### src/rtl/hdrive_gen.sv
module hdrive_gen #(
  parameter int PERIOD  = 1728,
  parameter int SLIP    = 27,
  parameter int GAP     = 16,
  parameter int WIDTH_W = 10,
  parameter int PHASE_W = 4
) (
  input  logic               clk,
  input  logic               rst_n,
  input  logic               lock_en,
  input  logic               supply_ok,
  input  logic               line_ref,
  input  logic [WIDTH_W-1:0] width_cfg,
  input  logic [PHASE_W-1:0] phase_dly,
  output logic               drive_n
);
  localparam int CNT_W  = $clog2(PERIOD);
  localparam int CMP_W  = ((CNT_W > WIDTH_W) ? CNT_W : WIDTH_W) + 1;
  localparam int HALF   = PERIOD / 2;
  localparam int LIMIT  = PERIOD - GAP;
  localparam int WIN_LO = PERIOD - SLIP;
  localparam int DEPTH  = 2 ** PHASE_W;

  logic [CNT_W-1:0] cnt;
  logic [CMP_W-1:0] width_q;
  logic [DEPTH-1:0] hist;
  logic             mode_q;
  logic             ref_q;

  logic             want;
  logic             ref_act;
  logic             reload;
  logic             act;
  logic [CMP_W-1:0] width_lim;

  assign want      = lock_en & supply_ok;
  assign ref_act   = line_ref & ~ref_q & (mode_q | want);
  assign reload    = (cnt == CNT_W'(PERIOD - 1)) | (ref_act & (cnt >= CNT_W'(WIN_LO)));
  assign width_lim = (CMP_W'(width_cfg) > CMP_W'(LIMIT)) ? CMP_W'(LIMIT) : CMP_W'(width_cfg);
  assign act       = mode_q ? (CMP_W'(cnt) < width_q) : (cnt < CNT_W'(HALF));
  assign drive_n   = ~hist[phase_dly];

  always_ff @(posedge clk) begin
    if (!rst_n) begin
      cnt     <= '0;
      width_q <= '0;
      hist    <= '0;
      mode_q  <= 1'b0;
      ref_q   <= 1'b0;
    end else begin
      ref_q <= line_ref;
      hist  <= {hist[DEPTH-2:0], act};
      if (reload) begin
        cnt     <= '0;
        mode_q  <= want;
        width_q <= width_lim;
      end else if (ref_act) begin
        cnt <= cnt + CNT_W'(SLIP);
      end else begin
        cnt <= cnt + 1'b1;
      end
    end
  end
endmodule


### config.mk
export PLATFORM = sky130hd
export DESIGN_NAME = hdrive_gen
export DESIGN_NICKNAME = d
export VERILOG_FILES = /design/src/rtl/hdrive_gen.sv
export SDC_FILE = /design/constraint.sdc
export NUM_CORES = 1
export LEC_CHECK = 0
export ABC_AREA = 1
export BUFFER_PORTS_ARGS = -buffer_cell sky130_fd_sc_hd__buf_4
export CAP_MARGIN = 10
export CORE_ASPECT_RATIO = 0.6
export CORE_UTILIZATION = 45
export DETAILED_ROUTE_END_ITERATION = 12
export PLACE_DENSITY = 0.7
export SLEW_MARGIN = 10
export SYNTH_ARGS = -nofsm -noshare
export SYNTH_HDL_FRONTEND = slang
export SYNTH_SLANG_ARGS = --single-unit
export TNS_END_PERCENT = 10
### constraint.sdc
create_clock -name clk -period 2.8 [get_ports clk]
set_input_delay 0.56 -clock clk [delete_from_list [all_inputs] [get_ports clk]]
set_output_delay 0.56 -clock clk [all_outputs]
set_load 0.02 [all_outputs]
==> flow_metrics.env <==
export IMPL_outcome="finished, final reports clean"
export IMPL_start_util_pct=48.4
export IMPL_r2r_end="cnt[9]"
export IMPL_num_nets_final=354
export IMPL_path_buf_inv=3
export IMPL_yosysWarnings=0
export IMPL_cts_made_buffers=5
export IMPL_cts_tree="yes"
export IMPL_worst_pin_slew_ns=0.384
export IMPL_ys_seq_area_share_pct=38.1
export IMPL_setup_violations=0
export IMPL_fin_tns_setup_ns=0
export IMPL_crit_fanout=8
export IMPL_cts_setup_buffers=0
export IMPL_slowest_stage="inv_1"
export IMPL_rows=18
export IMPL_via_count=1759
export IMPL_ant_nets=0
export IMPL_die_w_um=89.1
export IMPL_htreeDepth=2
export IMPL_first_global_vias=1499
export IMPL_antenna_found_initial=0
export IMPL_hold_depth=2
export IMPL_cts_root_buf="clkbuf_8"
export IMPL_drive_gt1_share_pct=12.7
export IMPL_fmax_ghz=0.492
export IMPL_io_buffers=19
export IMPL_clk_pin_slew_worst_paths_ns=0.07
export IMPL_fin_crit_sh_pct=72.6
export IMPL_synth_cell_types=27
export IMPL_via_per_inst=4.59
export IMPL_r2r_setup_slack_ns=0.83
export IMPL_fillCellCount=437
export IMPL_hold_viol_final=0
export IMPL_cp_cell_sequence="buf_4 > inv_1 > a21oi_1 > o21ai_0 > nand3_1 > nand3_1 > o21ai_1 > buf_4"
export IMPL_coreArea_um2=4230
export IMPL_cp_end_kind="output port"
export IMPL_report_final_slew_viol_count=0
export IMPL_netlist_area_leader_share_pct=38.1
export IMPL_layout_cells_non_filler=383
export IMPL_finClkSkew_ns=0.00395
export IMPL_die_h_um=54.3
export IMPL_crit_type="primary input to output port"
export IMPL_finalWirelength_um=4190
export IMPL_grt_pass1_wl_um=6970
export IMPL_critPathLaunch="phase_dly[1]"
export IMPL_synth_async_reset_ratio_pct=0
export IMPL_synth_area_top_cells="dfxtp_1 38%, nand2_1 15%, inv_1 10%, ha_1 7.3%, nor2_1 7.0%"
export IMPL_worstReg2RegStart="mode_q"
export IMPL_cts_sinks=39
export IMPL_overflow=0
export IMPL_yosys_most_used_dff="dfxtp_1"
export IMPL_syn_cell_area_um2=2050
export IMPL_power_density_nw_per_um2=530
export IMPL_min_period_ns=2.03
export IMPL_ys_ff_latch=39
export IMPL_synth_edff_count=0
export IMPL_worst_r2r_path_depth=10
export IMPL_cp_num_cells=8
export IMPL_rsz0062_at_grt="false"
export IMPL_p_leak_uw=0.00123
export IMPL_slew_headroom_pct=74.4
export IMPL_synth_fp_nets=334
export IMPL_gp_congestion=0.943
export IMPL_synth_area_per_cell_um2=6.78
export IMPL_drt_iter0_drc=129
export IMPL_cts_path_max_buffers=2
export IMPL_cp_top_family="buffers and inverters"
export IMPL_netlist_top_cells_count="80 x nand2_1, 57 x inv_1, 39 x dfxtp_1, 38 x nor2_1, 15 x nand3_1"
export IMPL_hold_class="flop to flop"
export IMPL_critPathRequiredTime_ns=2.24
export IMPL_num_io_pins=20
export IMPL_hpwl_um=3100
export IMPL_dp_cells=375
export IMPL_max_stage_delay_ns=0.21
export IMPL_start_kind="primary input"
export IMPL_grt_usage_pct=19.9
export IMPL_die_area_um2=4830
export IMPL_post_drt_wl_per_cell_um=10.9
export IMPL_dr_pass1_iters=5
export IMPL_worst_skew_pair_late_latency_ns=0.29
export IMPL_critPathArrivalTime_ns=1.47
export IMPL_drc=0
export IMPL_synth_most_common_cell="nand2_1"
export IMPL_ctsResizeCount=0
export IMPL_synth_top_area_cell="dfxtp_1"
export IMPL_syn_to_final_growth_pct=15.6
export IMPL_vdd_drop_max_uv=331
export IMPL_cap_violations=0
export IMPL_postSynthCellCount=302
export IMPL_cp_endpoint="drive_n"
export IMPL_antenna_cells=0
export IMPL_cts_hold_buf=0
export IMPL_grt_max_degree=31
==> power by group <==
| group | switching [uW] | total, uW | internal, uW |
|---|---|---|---|
| logic | 69.2 | 120 | 51.3 |
| registers | 13.1 | 578 | 565 |
| clock network | 200 | 557 | 356 |
==> registers in the layout, indices dropped and copies added, names as in the netlist <==
| register | cells |
|---|---|
| hist | 16 |
| cnt | 11 |
| width_q | 10 |
| mode_q | 1 |
| ref_q | 1 |
==> area by class of cell <==
type / instances / area, um^2 / area share (%)
clock buffer: 6 / 72.6 / 3.07
clock inverter: 2 / 60.1 / 2.54
inverter: 57 / 214 / 9.04
multi-input combinational: 199 / 1010 / 42.9
sequential: 39 / 781 / 33.0
tap: 60 / 75.1 / 3.17
timing repair buffer: 20 / 150 / 6.34
==> kinds of logic after synthesis <==
kind of cell / share of synthesized area (%)
xor+xnor: 0.855
buf+inv: 12.3
simple gates: 30.5
compound gates: 9.90
fa+ha+maj: 8.31
flops: 38.1
==> worst min-delay path by stage <==
stage,to,from
final,hist[15],hist[14]
after global routing,hist[14],hist[13]
after floorplan,hist[11],hist[10]
after detailed placement,hist[11],hist[10]
after CTS,hist[11],hist[10]
after global placement,hist[3],hist[2]
==> cell usage in the layout, fill, tap and decap left out, types with 2 or more instances in the layout <==
cell type  instances
nand2_2            9
buf_4             20
nor3_1             3
a21oi_2            2
nand4_1            2
nand3_1           15
o21ai_0            7
inv_1             57
clkbuf_8           5
bufinv_16          2
nor2_1            38
ha_1              12
o211ai_1           6
dfxtp_1           39
nand2_1           80
a21oi_1           14
==> layer usage <==
metal / part of all wire [%] / global-route usage [%]
met2: 37 / 27.4
met3: 7.4 / 5.13
met5: 0 / 0
met1: 54 / 29.9
met4: 1.2 / 6.08
==> worst min-delay path, cell delays in order, from the launching register on <==
cell and delay, ns:
dfxtp_1 0.31, nand2_1 0.05, inv_1 0.03
==> per-stage QoR <==
stage,cell area [um^2],hold WS [ns],worst slack (ns),power (uW),utilization (%)
floorplan,2050,0.407,0.751,666,-
global placement,2230,0.411,0.655,708,52.8
detailed placement,2230,0.416,0.592,709,52.8
CTS,2370,0.427,0.766,1260,55.9
global route,2370,0.438,0.598,1300,55.9
finish,2370,0.426,0.767,1260,55.9
Note: power is estimated with default switching activity, not from simulation.
